`src/rtl/wbr_pkg.sv`:
```
package wbr_pkg;
    typedef enum logic [1:0] {
        WK_POSTED  = 2'd0,
        WK_NONPOST = 2'd1,
        WK_DEFER   = 2'd2,
        WK_RSVD    = 2'd3
    } wkind_e;
endpackage

```
`src/rtl/wbr_fifo.sv`:
```
module wbr_fifo #(
    parameter int W     = 66,
    parameter int DEPTH = 4
) (
    input  logic         clk,
    input  logic         rst_n,
    input  logic         push,
    input  logic         pop,
    input  logic [W-1:0] din,
    output logic [W-1:0] head,
    output logic         full,
    output logic         empty
);
    localparam int AW = (DEPTH > 1) ? $clog2(DEPTH) : 1;
    localparam int CW = $clog2(DEPTH + 1);

    logic [W-1:0]  mem [DEPTH];
    logic [AW-1:0] wr_ptr, rd_ptr;
    logic [CW-1:0] fill;

    function automatic logic [AW-1:0] bump(input logic [AW-1:0] p);
        return (p == AW'(DEPTH - 1)) ? '0 : p + 1'b1;
    endfunction

    always_ff @(posedge clk) begin
        if (!rst_n) begin
            wr_ptr <= '0;
            rd_ptr <= '0;
            fill   <= '0;
        end else begin
            if (push) wr_ptr <= bump(wr_ptr);
            if (pop)  rd_ptr <= bump(rd_ptr);
            unique case ({push, pop})
                2'b10:   fill <= fill + 1'b1;
                2'b01:   fill <= fill - 1'b1;
                default: fill <= fill;
            endcase
        end
    end

    always_ff @(posedge clk) begin
        if (push) mem[wr_ptr] <= din;
    end

    assign head  = mem[rd_ptr];
    assign full  = (fill == CW'(DEPTH));
    assign empty = (fill == '0);
endmodule

```
`src/rtl/wbr_credit.sv`:
```
module wbr_credit #(
    parameter int CREDITS = 8
) (
    input  logic clk,
    input  logic rst_n,
    input  logic take,
    input  logic give,
    output logic have,
    output logic ovf
);
    localparam int CW = $clog2(CREDITS + 1);

    logic [CW-1:0] count;
    logic          ovf_q;
    logic          at_top;
    logic          lost;

    assign at_top = (count == CW'(CREDITS));
    assign lost   = give && at_top && !take;

    always_ff @(posedge clk) begin
        if (!rst_n) begin
            count <= CW'(CREDITS);
            ovf_q <= 1'b0;
        end else begin
            ovf_q <= lost;
            unique case ({take, give})
                2'b10:   count <= count - 1'b1;
                2'b01:   count <= at_top ? count : count + 1'b1;
                default: count <= count;
            endcase
        end
    end

    assign have = (count != '0);
    assign ovf  = ovf_q;
endmodule

```
`src/rtl/wbr_track.sv`:
```
module wbr_track #(
    parameter int TAG_W = 4
) (
    input  logic             clk,
    input  logic             rst_n,
    input  logic             np_accept,
    input  logic             np_defer,
    input  logic             np_sent,
    input  logic             posted_sent,
    input  logic             cpl_valid,
    input  logic [TAG_W-1:0] cpl_tag,
    input  logic             cpl_retry,
    output logic             hold,
    output logic [TAG_W-1:0] tag,
    output logic             done,
    output logic             retry,
    output logic             bad
);
    typedef enum logic [1:0] {
        TR_IDLE   = 2'd0,
        TR_QUEUED = 2'd1,
        TR_WAIT   = 2'd2
    } tr_state_e;

    tr_state_e        state_q, state_d;
    logic [TAG_W-1:0] next_tag_q, wait_tag_q;
    logic             defer_q;
    logic             hit;
    logic             done_q, retry_q, bad_q;

    assign hit = cpl_valid && (state_q == TR_WAIT) && (cpl_tag == wait_tag_q);

    always_comb begin
        state_d = state_q;
        unique case (state_q)
            TR_IDLE:   if (np_accept) state_d = TR_QUEUED;
            TR_QUEUED: if (np_sent)   state_d = TR_WAIT;
            TR_WAIT:   if (hit)       state_d = TR_IDLE;
            default:                  state_d = TR_IDLE;
        endcase
    end

    always_ff @(posedge clk) begin
        if (!rst_n) state_q <= TR_IDLE;
        else        state_q <= state_d;
    end

    always_ff @(posedge clk) begin
        if (!rst_n) begin
            next_tag_q <= '0;
            wait_tag_q <= '0;
            defer_q    <= 1'b0;
        end else begin
            if (np_accept) defer_q <= np_defer;
            if (np_sent) begin
                wait_tag_q <= next_tag_q;
                next_tag_q <= next_tag_q + 1'b1;
            end
        end
    end

    always_ff @(posedge clk) begin
        if (!rst_n) begin
            done_q  <= 1'b0;
            retry_q <= 1'b0;
            bad_q   <= 1'b0;
        end else begin
            done_q  <= posted_sent || hit;
            retry_q <= hit && defer_q && cpl_retry;
            bad_q   <= cpl_valid && !hit;
        end
    end

    assign hold  = (state_q != TR_IDLE);
    assign tag   = next_tag_q;
    assign done  = done_q;
    assign retry = retry_q;
    assign bad   = bad_q;
endmodule

```
`src/rtl/mmio_wr_bridge.sv`:
```
module mmio_wr_bridge
    import wbr_pkg::*;
#(
    parameter int ADDR_W  = 32,
    parameter int DATA_W  = 32,
    parameter int QDEPTH  = 4,
    parameter int CREDITS = 8,
    parameter int TAG_W   = 4
) (
    input  logic              clk,
    input  logic              rst_n,
    input  logic              st_valid,
    output logic              st_ready,
    input  logic [1:0]        st_kind,
    input  logic [ADDR_W-1:0] st_addr,
    input  logic [DATA_W-1:0] st_data,
    output logic              st_done,
    output logic              st_retry,
    output logic              tx_valid,
    input  logic              tx_ready,
    output logic [1:0]        tx_kind,
    output logic [ADDR_W-1:0] tx_addr,
    output logic [DATA_W-1:0] tx_data,
    output logic [TAG_W-1:0]  tx_tag,
    input  logic              cr_ret,
    output logic              cr_ovf,
    input  logic              cpl_valid,
    input  logic [TAG_W-1:0]  cpl_tag,
    input  logic              cpl_retry,
    output logic              cpl_bad
);
    localparam int EW = 2 + ADDR_W + DATA_W;

    logic [EW-1:0] q_head;
    logic          q_full, q_empty;
    logic          push, fire, have_credit, hold;
    logic          head_posted, in_posted;

    assign push      = st_valid && st_ready;
    assign fire      = tx_valid && tx_ready;
    assign in_posted = (st_kind == WK_POSTED);

    wbr_fifo #(.W(EW), .DEPTH(QDEPTH)) u_fifo (
        .clk   (clk),
        .rst_n (rst_n),
        .push  (push),
        .pop   (fire),
        .din   ({st_kind, st_addr, st_data}),
        .head  (q_head),
        .full  (q_full),
        .empty (q_empty)
    );

    wbr_credit #(.CREDITS(CREDITS)) u_credit (
        .clk   (clk),
        .rst_n (rst_n),
        .take  (fire),
        .give  (cr_ret),
        .have  (have_credit),
        .ovf   (cr_ovf)
    );

    assign tx_kind     = q_head[EW-1 -: 2];
    assign tx_addr     = q_head[DATA_W +: ADDR_W];
    assign tx_data     = q_head[DATA_W-1:0];
    assign head_posted = (tx_kind == WK_POSTED);
    assign tx_valid    = !q_empty && have_credit;

    wbr_track #(.TAG_W(TAG_W)) u_track (
        .clk         (clk),
        .rst_n       (rst_n),
        .np_accept   (push && !in_posted),
        .np_defer    (st_kind == WK_DEFER),
        .np_sent     (fire && !head_posted),
        .posted_sent (fire && head_posted),
        .cpl_valid   (cpl_valid),
        .cpl_tag     (cpl_tag),
        .cpl_retry   (cpl_retry),
        .hold        (hold),
        .tag         (tx_tag),
        .done        (st_done),
        .retry       (st_retry),
        .bad         (cpl_bad)
    );

    assign st_ready = !q_full && !hold;
endmodule

```
`config.mk`:
```
export PLATFORM = sky130hd
export DESIGN_NAME = mmio_wr_bridge
export DESIGN_NICKNAME = d
export VERILOG_FILES = /design/src/rtl/wbr_pkg.sv /design/src/rtl/wbr_fifo.sv /design/src/rtl/wbr_credit.sv /design/src/rtl/wbr_track.sv /design/src/rtl/mmio_wr_bridge.sv
export SDC_FILE = /design/constraint.sdc
export NUM_CORES = 1
export LEC_CHECK = 0
export BUFFER_PORTS_ARGS = -buffer_cell sky130_fd_sc_hd__buf_2
export CORE_MARGIN = 4
export CORE_UTILIZATION = 55
export CTS_CLUSTER_SIZE = 40
export DETAILED_ROUTE_END_ITERATION = 12
export PLACE_DENSITY = 0.83
export SYNTH_ARGS = -nofsm -noshare
export SYNTH_HDL_FRONTEND = slang
export SYNTH_HIERARCHICAL = 1
export SYNTH_SLANG_ARGS = --single-unit
```
`constraint.sdc`:
```
create_clock -name clk -period 7.45 [get_ports clk]
set_clock_uncertainty 0.2 [all_clocks]
set_input_delay 0.3725 -clock clk [delete_from_list [all_inputs] [get_ports clk]]
set_output_delay 0.3725 -clock clk [all_outputs]
set_load 0.01 [all_outputs]
```
# --- Yosys cells after proc, flatten, opt, wreduce, memory -nomap -nowiden ---
# Memories as Yosys holds them, arrays and structs flattened. A register that Yosys moved wholly into a read port is not among the register bits.
# Index checks and enable logic that the tools add are counted.
word_totals:
  elab_cells: 81
  reg_bits: 26
  in_bits: 77
  ram_bits: 264
  memories: 1
  out_inout_bits: 76
op_classes:
  eq_ne: 16
  n_reduce_logical: 32
  muxes: 13
  addsub: 7
memory_table:
  columns: ["name", "depth", "width", "read_ports", "rd_clocked_by_memory_dff", "wr", "line_no", "text"]
  rows:
  - ["u_fifo.mem", 4, 66, 1, 1, 1, "wbr_fifo.sv:17", "logic [W-1:0] mem [DEPTH];"]
op_table:
  columns: ["operator", "count"]
  rows:
  - ["$logic_and 1x1->1", 14]
  - ["$mux 2", 7]
  - ["$eq 2x2->1 const B", 6]
  - ["$add 4x1->4 const B", 2]
  - ["$pmux 4 s2", 1]
  - ["$logic_not 1->1", 7]
  - ["$eq 2x1->1 const B", 3]
  - ["$logic_not 2->1", 3]
  - ["$ne 2x1->1 const B", 3]
  - ["$pmux 2 s3", 1]
  - ["$pmux 3 s2", 1]
  - ["$reduce_bool 2->1", 3]
  - ["$add 2x1->2 const B", 2]
  - ["$eq 4x4->1", 1]
  - ["$eq 4x4->1 const B", 1]
  - ["$mux 4", 1]
  - ["$reduce_bool 4->1", 1]
  - ["$sub 4x1->4 const B", 1]
  - ["$add 3x1->3 const B", 1]
  - ["$eq 3x3->1 const B", 1]
  - ["$logic_not 3->1", 1]
  - ["$reduce_and 3->1", 1]
  - ["$sub 3x1->3 const B", 1]
  - ["$mux 1", 2]
  - ["other kinds (3)", 3]

# --- Logic depth before layout (Yosys ltp) ---
depth:
  depth_word: 7
  depth_mapped: 10
  depth_no_buf: 10

# --- Modules after synthesis ---
# Netlist, hierarchy kept.
by_module_without_submodules:
  columns: ["module", "instances", "cells_each", "seq_area_each_um2", "area_each_um2"]
  rows:
  - ["wbr_fifo", 1, 391, 8107.8, 9982.1]
  - ["wbr_track", 1, 57, 280.3, 574.3]
  - ["wbr_credit", 1, 35, 100.1, 322.8]
  - ["mmio_wr_bridge", 1, 10, 0.0, 60.1]

# --- Least setup slack after synthesis ---
# Ideal clock, no wire load.
synth_path:
  kind: "register to register"
  startpoint: "register u_track.state_q[0]"
  endpoint: "memory u_fifo.mem[0][0], enable pin"
  arrival_ps: 2577
  path_buffers: 0
  period_less_slack_ps: 3208
  stages_incl_launch_ff: 4
  setup_slack_ps: 4242
  required_ps: 6819
  cell_sequence: "dfxtp_1 > or2_2 > nor3b_2 > and2_1"
synth_between:
  elab_chain_len: 6
synth_rtl:
  columns: ["item", "line_no", "text"]
  rows:
  - ["from (decl)", "wbr_track.sv:25", "tr_state_e state_q, state_d;"]
  - ["from (signal assigned)", "wbr_track.sv:45", "else state_q <= state_d;"]
  - ["$reduce_bool 2->1", "wbr_track.sv:74", "assign hold = (state_q != TR_IDLE);"]
  - ["via hold", "mmio_wr_bridge.sv:36", "logic push, fire, have_credit, hold;"]
  - ["$logic_not 1->1", "mmio_wr_bridge.sv:86", "assign st_ready = !q_full && !hold;"]
  - ["$logic_and 1x1->1", "mmio_wr_bridge.sv:86", null]
  - ["$logic_and 1x1->1", "mmio_wr_bridge.sv:39", "assign push = st_valid && st_ready;"]
  - ["via push", "mmio_wr_bridge.sv:36", null]
  - ["$mux 1", "wbr_fifo.sv:42", "if (push) mem[wr_ptr] <= din;"]
  - ["$mux 1 (implied by the code)", "wbr_fifo.sv:42", null]
  - ["to (decl)", "wbr_fifo.sv:17", null]
# The timed path passes the listed nets, and every way through them passes these cells.

==> summary.txt <==
Run status
  – Status: finished clean

Pwr
  – Peak supply drop: 0.175 mV
  – Static Leak: 4.67 nW
  – Overall power: 4.34 mW
  – Pwr dens: 322 nW/um2

Worst setup path
  – Crit end category: output port
  – Crit path DAT: 2.76 ns
  – Slowest CP cell: buf_4
  – Reg2Reg Capture Point: u_track/tag[3]$_SDFFE_PN0P_
  – Crit-path cells: buf_4 > mux4_2 > buf_2
  – Worst reg2reg setup slack: 4.58 ns
  – R2R cell count: 6
  – Cell family with most CP delay: buffers and inverters
  – Kind of critical path: reg2out
  – Critical path's largest stage delay: 0.80 ns
  – Critical Path Start Type: flop
  – Maximum fanout along the worst path: 46
  – CP Data Required Time: 6.88 ns
  – CP bufs+invs: 2

Clock tree
  – Clock latency on the worst-skew pair: 0.53 ns
  – Clk buf depth: 3
  – Clock-pin slew of the registers on the worst-case setup and hold paths: 0.06 ns
  – Htree depth: 1
  – CTS sink count: 292
  – CTS buffer count: 28
  – Root buf cell: clkbuf_16
  – CTS tree: yes
  – Resized Gates After CTS: 0

Timing
  – Hold WS: 0.0241 ns
  – F_max: 300 MHz
  – Fin crit period: 3.34 ns
  – Hold Vio Cnt, Final: 0
  – Fin Setup TNS: 0 ns
  – Setup-failing EPs final: 0
  – Worst setup margin: 4.11 ns
  – Period utilization: 44.8%
  – Worst slew margin: 30.8%
  – Slew @ Worst Pin: 1.04 ns
  – RSZ-0062 raised after global routing: false
  – Final max-slew violation count: 0

Synth
  – Synth Area in Compound Gates: 1.08%
  – Yosys cell types: 42
  – Ys async rst share: 0%
  – Post-synthesis mux area share: 14.4%
  – Post-Syn Area per Cell: 22.2 um2
  – Synth Flop Type: edfxtp_1
  – Area contributors post-synth: edfxtp_1 72%, mux4_2 14%, dfxtp_1 5.1%, ha_1 1.0%, mux2i_1 0.73%
  – Syn Inst Count: 493
  – Synth warn: 6
  – Mapped cell area: 10,900 um2
  – Share of the synthesized area in the top cell type: 72.5%
  – Main combinational cell family by area after synthesis: multiplexers
  – Synth Area in XOR/XNOR: 0.881%
  – EDFF count, synth: 264
  – Sequential area share after synthesis: 77.6%
  – Largest area contributor in the netlist: edfxtp_1
  – Syn_nets: 581
  – Seq cells post-synth: 292
  – Simple-Gate Fraction of Synth Area: 3.34%
  – Post-Synth Adder-Cell Area: 1.40%

Hold path
  – Hold path cells: 4
  – Hold worst-path end: u_track/done$_SDFF_PN0_
  – Min-delay src: cpl_tag[3]
  – Hold crit path type: in2reg

Detailed routing
  – Vias: 5,600
  – Post-route ant nets: 0
  – Vias per cell: 5.50
  – Routed len/inst: 20.2 um
  – DRT Wirelength: 20.6 mm
  – Initial DRC Count: 306
  – DR pass1 iterations: 4
  – Post-route DRC: 0

Placed design
  – Gpl congestion: 0.797
  – Post-Place Setup Slack: 4.56 ns
  – Buffers on Ports: 152
  – Dpl hpwl: 12.0 mm
  – Placed inst area: 11,900 um2

Final layout
  – Share of layout cells above drive strength 1: 36.8%
  – Fillers: 1,232
  – Area delta synth->final: 23.1%
  – Most common cell after layout, fill and taps aside: edfxtp_1
  – Register Area: 8500 um2
  – Most frequent cells in the layout: 264 x edfxtp_1, 152 x buf_2, 70 x dlygate4sd3_1
  – Multi-input gate area: 2320 um2
  – Finished Cell Area: 13,500 um2
  – Nets: 819

Floorplanning
  – Die Ht: 149 um
  – # IOs: 153
  – Die width: 149 um
  – Starting Density: 56.0%
  – Core area: 19,500 um2
  – Die area: 22,200 um2
  – Cell Rows: 51

Global route
  – Grt total ovfl: 0
  – First-pass GRT wire length: 32.5 mm
  – Initial antenna violation count: 2
  – Number of global-route vias before repair: 6,126
  – GRT Overall Usage: 18.7%
  – Largest net degree at the start of global routing: 67

Job
  – Max Cap Viol: 0
==> power breakdown <==
group,total [mW],internal (mW),switching [mW]
combinational,1.00,0.490,0.512
clock,1.24,0.684,0.556
sequential,2.10,1.99,0.110
==> worst min-delay path, stage by stage <==
cell     delay (ns)
buf_2          0.08
xnor2_1        0.08
nand4_1        0.10
o21ai_0        0.07
==> per-stage QoR <==
stage,instances,utilization [%]
3_3_place_gp,896,61.2
6_report,1019,69.0
4_1_cts,1018,69.0
3_5_place_dp,896,61.2
5_1_grt,1019,69.0
2_1_floorplan,493,-
==> layer usage <==
layer / share of wire, % / vias to the layer above / GRT usage [%]
li1: - / 2503 / -
met2: 52 / 201 / 32.3
met3: 6.8 / 32 / 4.22
met4: 1.8 / 2 / 4.71
met1: 40 / 2862 / 24.4
met5: 0.034 / - / 0
==> worst max path at each step <==
stage                                                from                          end  slack, ns  cells after the start
final                                                flop                  tx_data[23]       4.11                      3
after global routing                                 flop                  tx_data[29]       3.86                      3
after CTS                                            flop                  tx_data[29]       3.98                      3
after detailed placement                             flop  u_track/tag[3]$_SDFFE_PN0P_       4.56                      6
after global placement                               flop                   tx_addr[1]       4.58                      3
after floorplan           u_track/state_q[0]$_SDFFE_PN0P_   u_fifo/mem[0][0]$_DFFE_PP_       4.24                      3
==> state kept, by name, summed over array words and instances, names as in the netlist, named ones only <==
name,flops
u_track/defer_q,1
u_track/done,1
u_track/wait_tag_q,4
u_fifo/wr_ptr,2
u_fifo/rd_ptr,2
u_track/state_q,2
u_fifo/mem,264
u_credit/ovf,1
u_fifo/fill,3
u_track/retry,1
u_credit/count,4
u_track/tag,4
u_track/bad,1
==> timing repair <==
item                                   in CTS  in global routing
buffers inserted                            0                  0
endpoints found under the hold margin     269                  0
hold buffers                               70                  0
==> cells by family (layout without fill, tap and decap cells) <==
group | after synthesis | in the layout
buf+inv | 23 | 283
fa+ha+maj | 11 | 11
compound gates | 16 | 16
other cells | 0 | 1
mux | 75 | 75
xor+xnor | 11 | 11
simple gates | 65 | 65
flops | 292 | 292
==> area by class of cell <==
| type | instances | share of cell area (%) |
|---|---|---|
| sequential | 292 | 63.1 |
| multi-input combinational | 178 | 17.2 |
| timing repair buffer | 223 | 10.9 |
| clock buffer | 29 | 5.23 |
| tap | 265 | 2.46 |
| clock inverter | 23 | 0.855 |
| inverter | 8 | 0.223 |
| antenna | 1 | 0.0186 |
==> Yosys cell counts (all sizes together), types with 7 or more instances <==
cell,number
dfxtp,28
nor2b,7
o21ai,7
buf,13
nand2,8
nor2,15
edfxtp,264
and2,8
inv,8
mux2i,8
ha,9
mux4,66
No activity file was read; power rests on OpenSTA's default activity.
